## src/rtl/mdio_pkg.sv

```systemverilog
package mdio_pkg;

    localparam int PRE_BITS   = 32;
    localparam int BODY_BITS  = 32;
    localparam int FRAME_MAX  = PRE_BITS + BODY_BITS;
    localparam int IDX_W      = $clog2(FRAME_MAX + 1);
    localparam int ADR_W      = 5;
    localparam int DAT_W      = 16;
    localparam int HDR_BITS   = 14;

    localparam int B_WGO  = 31;
    localparam int B_RGO  = 30;
    localparam int B_BUSY = 29;
    localparam int B_NPRE = 28;
    localparam int B_PHY  = 21;
    localparam int B_REG  = 16;

    typedef enum logic [1:0] {
        OP_WR = 2'b01,
        OP_RD = 2'b10
    } mdio_op_e;

    typedef struct packed {
        logic             no_pre;
        logic [ADR_W-1:0] phy;
        logic [ADR_W-1:0] regn;
        logic [DAT_W-1:0] data;
    } mdio_fields_t;

    typedef struct packed {
        logic         is_read;
        mdio_fields_t f;
    } mdio_cmd_t;

    function automatic logic [IDX_W-1:0] frame_len(input logic no_pre);
        return no_pre ? IDX_W'(BODY_BITS) : IDX_W'(FRAME_MAX);
    endfunction

    function automatic logic [IDX_W-1:0] drive_len(input mdio_cmd_t c);
        logic [IDX_W-1:0] pre;
        pre = c.f.no_pre ? '0 : IDX_W'(PRE_BITS);
        return c.is_read ? pre + IDX_W'(HDR_BITS) : frame_len(c.f.no_pre);
    endfunction

    function automatic logic [FRAME_MAX-1:0] build_frame(input mdio_cmd_t c);
        logic [BODY_BITS-1:0] body;
        mdio_op_e op;
        op   = c.is_read ? OP_RD : OP_WR;
        body = {2'b01, op, c.f.phy, c.f.regn, 2'b10, c.f.data};
        if (c.f.no_pre)
            return {body, {PRE_BITS{1'b0}}};
        return {{PRE_BITS{1'b1}}, body};
    endfunction

endpackage

```

## src/rtl/mdio_clkgen.sv

```systemverilog
module mdio_clkgen #(
    parameter int DIV_W = 8
) (
    input  logic             clk,
    input  logic             rst,
    input  logic             en,
    input  logic [DIV_W-1:0] half_period,
    output logic             mdc,
    output logic             rise,
    output logic             fall
);
    logic [DIV_W-1:0] cnt;
    logic [DIV_W-1:0] limit;
    logic             tick;

    assign limit = (half_period == '0) ? '0 : half_period - 1'b1;
    assign tick  = en && (cnt == limit);
    assign rise  = tick && !mdc;
    assign fall  = tick && mdc;

    always_ff @(posedge clk) begin
        if (rst || !en) begin
            cnt <= '0;
            mdc <= 1'b0;
        end else if (tick) begin
            cnt <= '0;
            mdc <= !mdc;
        end else begin
            cnt <= cnt + 1'b1;
        end
    end
endmodule

```

## src/rtl/mdio_frame_seq.sv

```systemverilog
module mdio_frame_seq
    import mdio_pkg::*;
(
    input  logic             clk,
    input  logic             rst,
    input  logic             start,
    input  mdio_cmd_t        cmd,
    input  logic             rise,
    input  logic             fall,
    input  logic             mdio_i,
    output logic             running,
    output logic             mdio_o,
    output logic             mdio_oe,
    output logic             done,
    output logic             done_read,
    output logic [DAT_W-1:0] rx_data
);
    logic [FRAME_MAX-1:0] shift_q;
    logic [IDX_W-1:0]     idx_q;
    logic [IDX_W-1:0]     len_q;
    logic [IDX_W-1:0]     drv_q;
    logic                 read_q;
    logic                 last_bit;
    logic                 in_data;

    assign last_bit  = (idx_q == len_q - 1'b1);
    assign in_data   = read_q && (idx_q >= drv_q + IDX_W'(2));
    assign done      = running && fall && last_bit;
    assign done_read = read_q;
    assign mdio_o    = shift_q[FRAME_MAX-1];
    assign mdio_oe   = running && (idx_q < drv_q);

    always_ff @(posedge clk) begin
        if (rst) begin
            shift_q <= '0;
            idx_q   <= '0;
            len_q   <= '0;
            drv_q   <= '0;
            read_q  <= 1'b0;
            running <= 1'b0;
            rx_data <= '0;
        end else if (start) begin
            shift_q <= build_frame(cmd);
            idx_q   <= '0;
            len_q   <= frame_len(cmd.f.no_pre);
            drv_q   <= drive_len(cmd);
            read_q  <= cmd.is_read;
            running <= 1'b1;
        end else if (running) begin
            if (rise && in_data)
                rx_data <= {rx_data[DAT_W-2:0], mdio_i};
            if (fall) begin
                if (last_bit) begin
                    running <= 1'b0;
                end else begin
                    idx_q   <= idx_q + 1'b1;
                    shift_q <= {shift_q[FRAME_MAX-2:0], 1'b0};
                end
            end
        end
    end
endmodule

```

## src/rtl/mdio_regs.sv

```systemverilog
module mdio_regs
    import mdio_pkg::*;
(
    input  logic             clk,
    input  logic             rst,
    input  logic             reg_we,
    input  logic             reg_addr,
    input  logic [31:0]      reg_wdata,
    output logic [31:0]      reg_rdata,
    input  logic             busy,
    input  logic             done,
    input  logic             done_read,
    input  logic [DAT_W-1:0] rx_data,
    output logic             start,
    output mdio_cmd_t        cmd,
    output mdio_fields_t     held,
    output logic             irq
);
    logic accept;

    assign accept = reg_we && !reg_addr && !busy;
    assign start  = accept && (reg_wdata[B_WGO] || reg_wdata[B_RGO]);

    always_comb begin
        cmd.is_read = !reg_wdata[B_WGO] && reg_wdata[B_RGO];
        cmd.f.no_pre = reg_wdata[B_NPRE];
        cmd.f.phy    = reg_wdata[B_PHY +: ADR_W];
        cmd.f.regn   = reg_wdata[B_REG +: ADR_W];
        cmd.f.data   = reg_wdata[DAT_W-1:0];
    end

    always_ff @(posedge clk) begin
        if (rst) begin
            held <= '0;
            irq  <= 1'b0;
        end else begin
            if (accept)
                held <= cmd.f;
            else if (done && done_read)
                held.data <= rx_data;
            if (done)
                irq <= 1'b1;
            else if (reg_we && reg_addr && reg_wdata[0])
                irq <= 1'b0;
        end
    end

    always_comb begin
        reg_rdata = '0;
        if (reg_addr) begin
            reg_rdata[0] = irq;
        end else begin
            reg_rdata[B_BUSY]             = busy;
            reg_rdata[B_NPRE]             = held.no_pre;
            reg_rdata[B_PHY +: ADR_W]     = held.phy;
            reg_rdata[B_REG +: ADR_W]     = held.regn;
            reg_rdata[DAT_W-1:0]          = held.data;
        end
    end
endmodule

```

## src/rtl/mdio_cmd_ctrl.sv

```systemverilog
module mdio_cmd_ctrl
    import mdio_pkg::*;
#(
    parameter int DIV_W = 8
) (
    input  logic             clk,
    input  logic             rst,
    input  logic             reg_we,
    input  logic             reg_addr,
    input  logic [31:0]      reg_wdata,
    output logic [31:0]      reg_rdata,
    output logic             irq,
    input  logic [DIV_W-1:0] half_period,
    output logic             mdc,
    output logic             mdio_o,
    output logic             mdio_oe,
    input  logic             mdio_i
);
    logic             busy;
    logic             start;
    logic             rise;
    logic             fall;
    logic             seq_done;
    logic             seq_read;
    logic [DAT_W-1:0] rx_data;
    mdio_cmd_t        cmd;
    mdio_fields_t     held;
    logic [ADR_W-1:0] held_phy;
    logic [ADR_W-1:0] held_reg;

    assign held_phy = held.phy;
    assign held_reg = held.regn;

    mdio_regs u_regs (
        .clk       (clk),
        .rst       (rst),
        .reg_we    (reg_we),
        .reg_addr  (reg_addr),
        .reg_wdata (reg_wdata),
        .reg_rdata (reg_rdata),
        .busy      (busy),
        .done      (seq_done),
        .done_read (seq_read),
        .rx_data   (rx_data),
        .start     (start),
        .cmd       (cmd),
        .held      (held),
        .irq       (irq)
    );

    mdio_clkgen #(.DIV_W(DIV_W)) u_clk (
        .clk         (clk),
        .rst         (rst),
        .en          (busy),
        .half_period (half_period),
        .mdc         (mdc),
        .rise        (rise),
        .fall        (fall)
    );

    mdio_frame_seq u_seq (
        .clk       (clk),
        .rst       (rst),
        .start     (start),
        .cmd       (cmd),
        .rise      (rise),
        .fall      (fall),
        .mdio_i    (mdio_i),
        .running   (busy),
        .mdio_o    (mdio_o),
        .mdio_oe   (mdio_oe),
        .done      (seq_done),
        .done_read (seq_read),
        .rx_data   (rx_data)
    );
endmodule

```

## config.mk

```make
export PLATFORM = sky130hd
export DESIGN_NAME = mdio_cmd_ctrl
export DESIGN_NICKNAME = d
export VERILOG_FILES = /design/src/rtl/mdio_pkg.sv /design/src/rtl/mdio_clkgen.sv /design/src/rtl/mdio_frame_seq.sv /design/src/rtl/mdio_regs.sv /design/src/rtl/mdio_cmd_ctrl.sv
export SDC_FILE = /design/constraint.sdc
export NUM_CORES = 1
export LEC_CHECK = 0
export ABC_CLOCK_PERIOD_IN_PS = 3400
export BUFFER_PORTS_ARGS = -buffer_cell sky130_fd_sc_hd__buf_2
export CAP_MARGIN = 20
export CORE_MARGIN = 2
export CORE_UTILIZATION = 58
export DETAILED_ROUTE_END_ITERATION = 8
export PLACE_DENSITY_LB_ADDON = 0.1
export SYNTH_ARGS = -nofsm -noshare
export SYNTH_HDL_FRONTEND = slang
export SYNTH_SLANG_ARGS = --single-unit
```

## constraint.sdc

```tcl
create_clock -name clk -period 3.4 [get_ports clk]
set_input_delay 0.68 -clock clk [delete_from_list [all_inputs] [get_ports clk]]
set_output_delay 0.68 -clock clk [all_outputs]
set_load 0.01 [all_outputs]
```

Yosys cells after proc, flatten, opt, wreduce, memory -nomap -nowiden. Index checks and enable logic that the tools add are counted.

Register bits after elaboration: 140. Input bits: 45. Word-level logic and storage cells: 83.

Add/sub/neg operators: 6. Magnitude comparators: 2. Eq/ne operators: 3. Muxes and demuxes: 25. Bitwise gates (word level): 2. Reductions and logical operators: 31.

Operators with widths (count): two-way mux 64 bit (6); two-way mux 16 bit (2); two-way mux 25 bit (1); logical AND 1 bit (15); two-way mux 7 bit (2); two-way mux 1 bit (10); AND reduction 3 bit (3); adder 8 x 1 -> 8 bit (second input constant) (1); equality test 8 bit (1); zero test 8 bit (1); two-way mux 8 bit (1); nonzero test 2 bit (4); subtractor 8 x 1 -> 8 bit (second input constant) (1); adder 7 x 1 -> 7 bit (second input constant) (1); adder 7 x 2 -> 7 bit (second input constant) (1); adder 7 x 4 -> 7 bit (second input constant) (1); equality test 7 bit (1); >= comparator 7 bit (1); less-than comparator 7 bit (1); subtractor 7 x 1 -> 7 bit (second input constant) (1); two-way mux 6 bit (1); zero test 1 bit (4); two-way mux 2 bit (2); OR reduction 2 bit (2); 3 further kinds (5).

Depth between registers and ports, before layout. Gate-level depths: netlist (run 1).

Word-level depth: 10. Mapped depth: 12.

By module. From an unflattened synthesis (run 1), not the netlist that was laid out.

Cells, all modules: 817. Area total of the unflattened synthesis: 7030.5 um^2.

By module, submodules not included: mdio_frame_seq (times used 1, cells an instance 514, area an instance 4536.9 um^2); mdio_regs (times used 1, cells an instance 210, area an instance 1734.2 um^2); mdio_clkgen (times used 1, cells an instance 93, area an instance 759.5 um^2).

Least setup slack after synthesis (run 1). Ideal clock, no wire load.

Path type: input to register. From: input port half_period[0]. To: register u_seq.shift_q[36]. Library setup time: 0.138 ns. Arrival time: 2.949 ns. Slack: 0.313 ns. Cell stages on the path: 12. Buffers on the path: 3. Path through: inv_1 > ha_1 > buf_2 > or4b_4 > o211a_1 > a211oi_1 > nor4_4 > nand4b_1 > buf_2 > buf_4 > mux2i_1 > a211oi_1.

Word-level cells in the longest chain between the ends: 7. Elaborated cells between the ends (all ways): 8.

Ends and longest elaborated chain: start, declared (line mdio_cmd_ctrl.sv:13) `input logic [DIV_W-1:0] half_period,`; subtractor 8 x 1 -> 8 bit or zero test 8 bit (tied branches) (line mdio_clkgen.sv:16) `assign limit = (half_period == '0) ? '0 : half_period - 1'b1;`; two-way mux 8 bit (*) (line mdio_clkgen.sv:16); equality test 8 bit (*) (line mdio_clkgen.sv:17) `assign tick = en && (cnt == limit);`; logical AND 1 bit (*) (line mdio_clkgen.sv:17); logical AND 1 bit (*) (line mdio_clkgen.sv:19) `assign fall = tick && mdc;`; nonzero test 2 bit (no source line) (*); AND reduction 3 bit (no source line) (*); end signal, assigned (line mdio_frame_seq.sv:43) `shift_q <= build_frame(cmd);`; end signal, assigned (line mdio_frame_seq.sv:57) `shift_q <= {shift_q[FRAME_MAX-2:0], 1'b0};`; end, declared (line mdio_frame_seq.sv:18) `logic [FRAME_MAX-1:0] shift_q;`.

Mark *: on every way between the ends. The rest lies on a longest branch, timed or not. A chain may end at the register's enable or synchronous reset.

Worst setup path in the final report (run 1).
From: input port half_period[0]. To: register u_seq.idx_q[3].

Word-level cells in the longest chain between the ends: 6. Elaborated cells between the ends (all ways): 7.

Ends and longest elaborated chain: subtractor 8 x 1 -> 8 bit or zero test 8 bit (tied branches) (line mdio_clkgen.sv:16); two-way mux 8 bit (*) (line mdio_clkgen.sv:16); equality test 8 bit (*) (line mdio_clkgen.sv:17); logical AND 1 bit (*) (line mdio_clkgen.sv:17); logical AND 1 bit (*) (line mdio_clkgen.sv:19); AND reduction 3 bit (no source line) (*); end signal, assigned (line mdio_frame_seq.sv:56) `idx_q <= idx_q + 1'b1;`; end, declared (line mdio_frame_seq.sv:19) `logic [IDX_W-1:0] idx_q;`.

Marks and branches as above.

==> impl_metrics.toml, run 1 <==
[global_route]
grt-ovfl-total = 0
global_routing_usage_on_met3 = 0.0569
antenna_violations_before_repair = 0
grt.total_usage = 0.247
busiest_layer = "met2"
met2_routing_resource_usage_after_global_routing = 0.420
vias_in_the_first_global_route = 4682
grtUsageMet1 = 0.314
grt_max_degree = 62
grt_first_pass_wirelength_um = 22600

[timing]
skew_ps = 6.86
fin_crit_share = 0.857
maxClockFrequency_ghz = 0.343
final_hold_viol_count = 0
worst_pin_slew_ps = 718
setup-violations-final = 0
final_period_minus_worst_setup_slack_ps = 2910
timing.final.max_slew_violations = 0
rsz0062_at_grt = "no"
fin_tns_setup_ps = 0
timing.slew.headroom = 0.519

[hold_path]
timing.hold.worst_path_depth = 3
min-delay-path-class = "input port to flip-flop"
whs_endpoint = "u_seq.shift_q[21]"
hold_path.startpoint = "reg_wdata[19]"

[route]
drt-wirelength-per-cell_um = 15.5
drt-pass1-iter-count = 4
detail_route.vias_per_cell = 5.65
drtAntennaViolNets = 0
dr_total_vias = 5064
wl_um = 13900
detail_route.drc_violations = 0
drt-initial-drc-count = 278

[setup_path]
start_kind = "input port"
cp_cell_sequence = "buf_2 -> inv_1 -> ha_1 -> or4b_4 -> o21ai_0 -> a211oi_1 -> nor4_4 -> nand4b_1 -> buf_4 -> or4_1 -> a21oi_1"
critPathMaxFanout = 9
critPathKind = "input port to flip-flop"
cp_data_required_time_ps = 3840
startpoint_of_the_most_critical_register_to_register_path = "u_seq.running"
critical_path.reg2reg.endpoint = "u_seq.shift_q[44]"
ff2ff_setup_slack_ps = 990
reg2regPathDepth = 8
cp.arrival_ps = 3360
worst_setup_path_end_kind = "flip-flop"
worst_path_max_delay_cell = "or4b_4"
slowest_delay_ps = 520

[logic_synthesis]
asyncSetResetFlopFracSynth = 0
yosys_warnings = 0
portion_of_the_post_synthesis_area_used_by_sequential_elements = 0.421
synth_cells = 681
synthMuxAreaShare = 0.157
synth_xor_xnor_area_share = 0.0184
synthTopCellsByCount = "dfxtp_1 (130), mux2i_1 (96), nand2_1 (68), nor2_1 (68), o21ai_0 (47)"
synth_compound_gate_area_share = 0.161
synthAdderAreaFrac = 0.0283
post_synth_num_cell_types = 54
synth.ff_latch_count = 130
synth_area_leaders = "dfxtp_1 (42%), mux2i_1 (16%), nand2_1 (4.1%)"
post_synth_instance_area_sq_um = 6180
synth_most_common_cell = "dfxtp_1"
edff_count_synth = 0
postSynth.topFlopCell = "dfxtp_1"
average_footprint_of_a_synthesized_cell_sq_um = 9.08
yosysTopAreaCell = "dfxtp_1"
synth_top_family_by_area = "simple AND/OR/NAND/NOR gates"
synth-simple-area-share = 0.167
synth_largest_type_area_fraction = 0.421

[cts]
clk_pin_slew_worst_paths_ps = 60
cts_root_buf = "clkbuf_8"
numClockSinks = 130
clk_latency_ps = 520
post_cts_buffers = 0
tritoncts = "yes"
cts_max_path_buffers = 2
cts-buffers-inserted = 17
cts-hold-fix-buffers = 0
post_cts_resize_count = 0
cts-htree-levels = 4

[placed_design]
hpwl_um = 9270
placedCellCount = 865
port_buffers = 73
finalWeightedCongestion = 0.840

[die]
floorplan.die.height_um = 107
std_cell_rows = 37
design.core.area_sq_um = 10300
ios = 81
design.die.area_sq_um = 11500
start_util = 0.599
die_width_um = 107

[power_and_ir_drop]
power_dens_cells_nw_per_um2 = 492
switching_share = 0.241
power.leakage_nw = 3.45
worst_ir_drop_on_vdd_mv = 0.368
power.combinational.fraction = 0.083
internal_power_consumption_mw = 2.71
seq_power_share = 0.453
total_switching_power_uw = 859
p_clk_frac = 0.464

[cells_and_area]
design.final.nets = 807
antenna_cells = 0
fillers = 820
largest_reg_flops = 64
finish.cell_count_without_fillers = 897
drive_gt1_frac = 0.180
areaGrowthSynthToFinish_pct = 17.4

[outcome]
outcome = "complete, no violations"

[flow_run]
cap_viol_max_count = 0
area by class of cell:
class / instances / area [sq um] / share of cell area
Clock inverter: 9 / 81.3 / 0.0112
Inverter: 15 / 56.3 / 0.00775
Multi-Input combinational cell: 489 / 3310 / 0.456
Sequential cell: 130 / 2600 / 0.358
Timing Repair Buffer: 95 / 581 / 0.0800
Clock buffer: 23 / 457 / 0.0629
Tap cell: 136 / 170 / 0.0234
stage by stage:
step	worst slack (ps)	total power [mW]	hold slack, ps	utilization	instance area, sq um
after global routing	315	3.69	403	0.703	7260
final	486	3.57	401	0.703	7260
after floorplan	313	1.84	432	-	6190
after global placement	77.2	1.93	437	0.651	6720
after detailed placement	10.1	1.95	443	0.651	6720
after CTS	541	3.60	378	0.703	7260
critical path, delay by kind of cell:
kind | cells | cell delay [ps]
AND/OR/NAND/NOR | 4 | 1500
AO/OA/AOI/OAI | 3 | 520
buffers and inverters | 3 | 400
adder cells (fa/ha/maj) | 1 | 260
cells in the final DEF, fill, tap and decap left out, types with 2 or more instances in the layout:
cell / instances
xor2_1: 6
a22oi_1: 3
a211oi_1: 30
nand3_1: 7
o311a_1: 17
nand2_1: 68
or3_1: 3
o32a_1: 2
clkbuf_8: 3
mux2i_1: 96
clkinv_2: 4
buf_4: 18
o31ai_1: 4
nor2b_1: 31
nor3_1: 3
or2_2: 2
xnor2_1: 7
clkbuf_16: 16
and3_1: 4
or4_1: 5
inv_1: 15
o21ai_0: 47
nor2_1: 68
o21a_1: 2
a21oi_1: 33
a31oi_1: 3
dfxtp_1: 130
buf_12: 4
nor4_4: 2
ha_1: 14
conb_1: 4
nand2b_1: 2
clkinvlp_4: 3
buf_2: 73
clkbuf_1: 4
nand4_1: 2
logic make-up after synthesis:
kind of cell / Yosys count
AO/OA/AOI/OAI: 151
flip-flops: 130
adder cells (fa/ha/maj): 14
buffers and inverters: 65
other: 1
XOR/XNOR: 13
AND/OR/NAND/NOR: 210
multiplexers: 97
power groups by stage:
stage,combinational (mW),clock (mW),sequential [mW]
after floorplan,0.197,0,1.64
after global placement,0.286,0,1.65
after detailed placement,0.296,0,1.65
after CTS,0.298,1.69,1.62
after global routing,0.331,1.74,1.62
final,0.298,1.66,1.62
per-layer routing:
layer	up-vias	wire, um
li1	2553	-
met1	2399	6350
met2	103	6850
met3	9	555
met4	0	126
met5	-	0
how the worst max path moves through the flow:
stage,start,cells after the start,endpoint,slack [ps]
after floorplan,half_period[0],12,u_seq.shift_q[36],310
after global placement,half_period[0],11,u_seq.idx_q[6],80
after detailed placement,half_period[0],11,u_seq.idx_q[5],10
after CTS,half_period[0],11,u_seq.idx_q[5],540
after global routing,half_period[0],11,u_seq.idx_q[6],320
final,half_period[0],11,u_seq.idx_q[3],490
No activity file was read; power rests on OpenSTA's default activity.
==> inputs of run 2 (changes only) <==
--- a/config.mk
+++ b/config.mk
@@ -6,7 +6,7 @@
 export NUM_CORES = 1
 export LEC_CHECK = 0
 export ABC_CLOCK_PERIOD_IN_PS = 3400
-export BUFFER_PORTS_ARGS = -buffer_cell sky130_fd_sc_hd__buf_2
+export BUFFER_PORTS_ARGS = -buffer_cell sky130_fd_sc_hd__clkbuf_2
 export CAP_MARGIN = 20
 export CORE_MARGIN = 2
 export CORE_UTILIZATION = 58
==> impl_metrics.toml, run 2 (synthesis results as in run 1) <==
[outcome]
outcome = "complete, no violations"

[placed_design]
hpwl_um = 9390
placedCellCount = 864
preCtsSetupSlack_ps = 93.1
port_buffers = 73
cell_area_reported_after_detailed_placement_sq_um = 6720
finalWeightedCongestion = 0.822

[timing]
timing.final.max_slew_violations = 0
skew_ps = 10.7
final_period_minus_worst_setup_slack_ps = 2840
fin_crit_share = 0.834
fin_tns_setup_ps = 0
timing.final.ws_setup_ps = 564
timing.slew.headroom = 0.442
rsz0062_at_grt = "no"
hold-worst-slack_ps = 382
worst_pin_slew_ps = 832
maxClockFrequency_ghz = 0.353
final_hold_viol_count = 0
setup-violations-final = 0

[route]
drt-initial-drc-count = 319
wl_um = 14000
detail_route.drc_violations = 0
drtAntennaViolNets = 0
detail_route.vias_per_cell = 5.76
drt-wirelength-per-cell_um = 15.6
dr_total_vias = 5162
drt-pass1-iter-count = 5

[cts]
clk_pin_slew_worst_paths_ps = 60
cts_max_path_buffers = 2
cts_root_buf = "clkbuf_8"
clk_latency_ps = 530
cts-hold-fix-buffers = 0
cts-buffers-inserted = 17
cts-htree-levels = 4
numClockSinks = 130
tritoncts = "yes"
post_cts_resize_count = 0
post_cts_buffers = 0

[cells_and_area]
design.final.nets = 806
multi_input_comb_area_sq_um = 3310
sequential_cell_area_sq_um = 2600
layout.cells.most_common = "dfxtp_1"
fillers = 795
areaGrowthSynthToFinish_pct = 18.3
layout.cells.most_common_list = "dfxtp_1 (130), mux2i_1 (96), clkbuf_2 (73)"
largest_reg_flops = 64
final_area_sq_um = 7310
final_core_util = 0.709
antenna_cells = 0
drive_gt1_frac = 0.184
finish.cell_count_without_fillers = 896

[global_route]
grt_first_pass_wirelength_um = 22700
grt-ovfl-total = 0
vias_in_the_first_global_route = 4802
grt.total_usage = 0.249
antenna_violations_before_repair = 0
grt_max_degree = 62

[power_and_ir_drop]
worst_ir_drop_on_vdd_mv = 0.328
power.leakage_nw = 3.45
power_mw = 3.74
power_dens_cells_nw_per_um2 = 511

[die]
std_cell_rows = 37
design.die.area_sq_um = 11500
die_width_um = 107
floorplan.die.height_um = 107
start_util = 0.599
design.core.area_sq_um = 10300
ios = 81

[setup_path]
critical_path.reg2reg.endpoint = "u_regs.held[5]"
timing.critical_path.to = "mdio_oe"
ff2ff_setup_slack_ps = 1000
start_kind = "flip-flop"
cp_data_required_time_ps = 2720
critPathKind = "flip-flop to output pin"
crit_path_start = "u_seq.drv_q[3]"
worst_setup_path_end_kind = "output pin"
cp.arrival_ps = 2160
startpoint_of_the_most_critical_register_to_register_path = "u_seq.running"
critPathMaxFanout = 5
reg2regPathDepth = 8

[flow_run]
cap_viol_max_count = 0

[hold_path]
min-delay-path-class = "input port to flip-flop"
run 2: changes by cell type in the layout (fill, tap and decap cells not counted), moves of 2 or more:
cell / before / now
clkinvlp_4: 3 / 5
clkbuf_2: 0 / 73
clkinv_4: 0 / 4
clkinv_2: 4 / 1
buf_2: 73 / 0
clkbuf_8: 3 / 1
clkbuf_1: 4 / 0
bufinv_16: 1 / 3
run 2: worst min path at each step:
stage / start / cells past startpoint / slack (ps) / endpoint
CTS: reg_wdata[18] / 3 / 370 / u_seq.shift_q[20]
detailed placement: u_regs.held[22] / 2 / 440 / u_regs.held[22]
floorplan: u_regs.held[16] / 2 / 430 / u_regs.held[16]
finish: reg_wdata[19] / 3 / 380 / u_seq.shift_q[21]
global route: reg_wdata[18] / 3 / 390 / u_seq.shift_q[20]
global placement: u_regs.held[22] / 2 / 440 / u_regs.held[22]
run 2: critical path: stages, from the launching register on:
cell      delay (ps)
dfxtp_1          390
inv_1            140
ha_1             300
nor2b_1          120
o21ai_0          130
a21boi_0         100
o21ai_0          130
and3b_1          190
clkbuf_2         130
run 2: power breakdown:
| part | switching [mW] | internal (mW) | leakage, nW |
|---|---|---|---|
| combinational | 0.176 | 0.124 | 2.11 |
| sequential | 0.0333 | 1.58 | 1.06 |
| clock | 0.697 | 1.12 | 0.277 |
run 2: area by class of cell:
class / count / area share
multi-input combinational: 489 / 0.453
clock inverter: 15 / 0.0253
timing repair buffer: 94 / 0.0783
clock buffer: 17 / 0.0566
tap: 136 / 0.0233
sequential: 130 / 0.356
inverter: 15 / 0.00770
run 2: metal layers:
metal / wire length [um] / GRT usage
met3: 667 / 0.0605
met5: 0 / 0
met4: 163 / 0.0937
met2: 6960 / 0.425
met1: 6210 / 0.304
==> inputs of run 3 (changes only) <==
--- a/config.mk
+++ b/config.mk
@@ -5,11 +5,11 @@
 export SDC_FILE = /design/constraint.sdc
 export NUM_CORES = 1
 export LEC_CHECK = 0
-export ABC_CLOCK_PERIOD_IN_PS = 3400
+export ABC_CLOCK_PERIOD_IN_PS = 2450
 export BUFFER_PORTS_ARGS = -buffer_cell sky130_fd_sc_hd__clkbuf_2
 export CAP_MARGIN = 20
 export CORE_MARGIN = 2
-export CORE_UTILIZATION = 58
+export CORE_UTILIZATION = 52
 export DETAILED_ROUTE_END_ITERATION = 8
 export PLACE_DENSITY_LB_ADDON = 0.1
 export SYNTH_ARGS = -nofsm -noshare
==> constraint.sdc (replaced) <==
create_clock -name clk -period 2.45 [get_ports clk]
set_input_delay 0.49 -clock clk [delete_from_list [all_inputs] [get_ports clk]]
set_output_delay 0.49 -clock clk [all_outputs]
set_load 0.01 [all_outputs]
==> impl_metrics.toml, run 3 (synthesis results as in run 1) <==
[die]
start_util = 0.537
std_cell_rows = 39
ios = 81
die_width_um = 113
design.die.area_sq_um = 12800
floorplan.die.height_um = 113
design.core.area_sq_um = 11500

[global_route]
grt.total_usage = 0.233
grt_max_degree = 35
vias_in_the_first_global_route = 4944
grt_first_pass_wirelength_um = 23900
grt-ovfl-total = 0
antenna_violations_before_repair = 0

[setup_path]
critPathKind = "input port to flip-flop"
cp_data_required_time_ps = 2780
cp_cell_sequence = "clkbuf_16 -> buf_6 -> or2_4 -> a2111o_1 -> and3_4 -> nor4_4 -> nand4b_1 -> buf_6 -> clkbuf_16 -> or4_1 -> a21oi_1"
slowest_delay_ps = 440
worst_path_max_delay_cell = "or4_1"
worst-path-buf-inv = 4
cpLargestDelayFamily = "simple AND/OR/NAND/NOR gates"
start_kind = "input port"
cp.arrival_ps = 2870
worst_setup_path_end_kind = "flip-flop"
critPathMaxFanout = 7

[route]
met3_length_um = 542
drt-initial-drc-count = 329
wl_um = 15500
topRoutingLayerUsed = "met4"
drt-wirelength-per-cell_um = 16.6
detail_route.drc_violations = 2
detail_route.vias_per_cell = 5.63
met2WireLength_um = 7710
drt-pass1-iter-count = 6
drtAntennaViolNets = 0
wl_met1_um = 7050
dr_total_vias = 5251

[timing]
skew_ps = 6.15
timing.final.ws_setup_ps = -91.6
maxClockFrequency_ghz = 0.393
rsz0062_at_grt = "yes"
final_period_minus_worst_setup_slack_ps = 2540
worst_pin_slew_ps = 656
final_hold_viol_count = 0
fin_crit_share = 1.04
timing.slew.headroom = 0.561
setup-violations-final = 14
fin_tns_setup_ps = -333
timing.final.max_slew_violations = 0

[cts]
cts_root_buf = "clkbuf_16"
cts-htree-levels = 4
numClockSinks = 130
clk_pin_slew_worst_paths_ps = 50
clk_latency_ps = 410
tritoncts = "yes"
cts-buffers-inserted = 17
cts_max_path_buffers = 2

[cells_and_area]
layout.cells.most_common_list = "dfxtp_1 (128), mux2i_1 (92), clkbuf_2 (69)"
layout.cells.most_common = "dfxtp_1"
largest_reg_flops = 64
design.final.nets = 839
antenna_cells = 0
drive_gt1_frac = 0.250
areaGrowthSynthToFinish_pct = 27.2
finish.cell_count_without_fillers = 932

[power_and_ir_drop]
power.leakage_nw = 3.68
worst_ir_drop_on_vdd_mv = 0.600
power_dens_cells_nw_per_um2 = 622

[placed_design]
finalWeightedCongestion = 0.840
port_buffers = 73
hpwl_um = 10000
placedCellCount = 895

[flow_run]
cap_viol_max_count = 0

[outcome]
failed_checks = "DRC, setup timing"
outcome = "finished with violations"

[hold_path]
min-delay-path-class = "input port to flip-flop"
## run 3: cell types whose count changed in the layout (fill, tap and decap cells not counted), moves of 6 or more
cell,previous run,this run
a211oi_1,30,24
clkbuf_16,16,24
buf_4,17,35
buf_6,0,7
o21ai_0,47,13
a211oi_2,0,6
o21ai_1,0,32
## run 3: cell type report
class | count | area [sq um]
Fill cell | 928 | 3650
Multi-Input combinational cell | 489 | 3450
Sequential cell | 130 | 2610
Timing Repair Buffer | 127 | 1060
Clock buffer | 22 | 464
Tap cell | 143 | 179
Inverter | 15 | 71.3
Clock inverter | 6 | 36.3
## run 3: per-layer routing
metal,global-route usage,up-vias
li1,-,2610
met1,0.299,2527
met2,0.398,98
met3,0.0541,16
met4,0.0585,0
met5,0,-
## run 3: worst paths after layout
path	from	end	slack (ps)	cells past startpoint
setup / recovery	half_period[0]	u_seq.idx_q[4]	-90	11
hold reg to reg	u_regs.held[25]	u_regs.held[25]	450	2
setup reg to reg	u_clk.cnt[1]	u_seq.idx_q[4]	-10	9
hold / removal	reg_wdata[23]	u_seq.shift_q[25]	330	3
## run 3: worst reg2reg max path, stage by stage (launching register included)
cell,delay [ps]
dfxtp_1,420
nor4bb_1,310
a31oi_1,70
o32a_1,220
nor4_4,280
nand4b_1,150
buf_6,170
clkbuf_16,170
or4_1,440
a21oi_1,160
## run 3: power breakdown
| part | internal (mW) | switching, mW |
|---|---|---|
| sequential | 2.20 | 0.0448 |
| clock | 1.31 | 0.853 |
| combinational | 0.210 | 0.272 |
## run 3: stage by stage
| stage | setup WS [ps] | total power [mW] | util | area [sq um] | hold slack, ps |
|---|---|---|---|---|---|
| floorplan | -300 | 2.56 | - | 6270 | 432 |
| global placement | -495 | 2.72 | 0.606 | 6980 | 438 |
| detailed placement | -519 | 2.74 | 0.606 | 6980 | 442 |
| CTS | -49.6 | 4.90 | 0.656 | 7550 | 309 |
| global route | -178 | 5.08 | 0.683 | 7870 | 335 |
| finish | -91.6 | 4.89 | 0.683 | 7870 | 329 |
## run 3: repair_timing
item | CTS | global route
resized for setup | 22 | 64
setup endpoints to repair | 75 | 80
endpoints found under the hold margin | 0 | 0
cloned | 1 | 7
hold buffers | 0 | 0
setup buffers | 0 | 1
pin swaps | 2 | 37
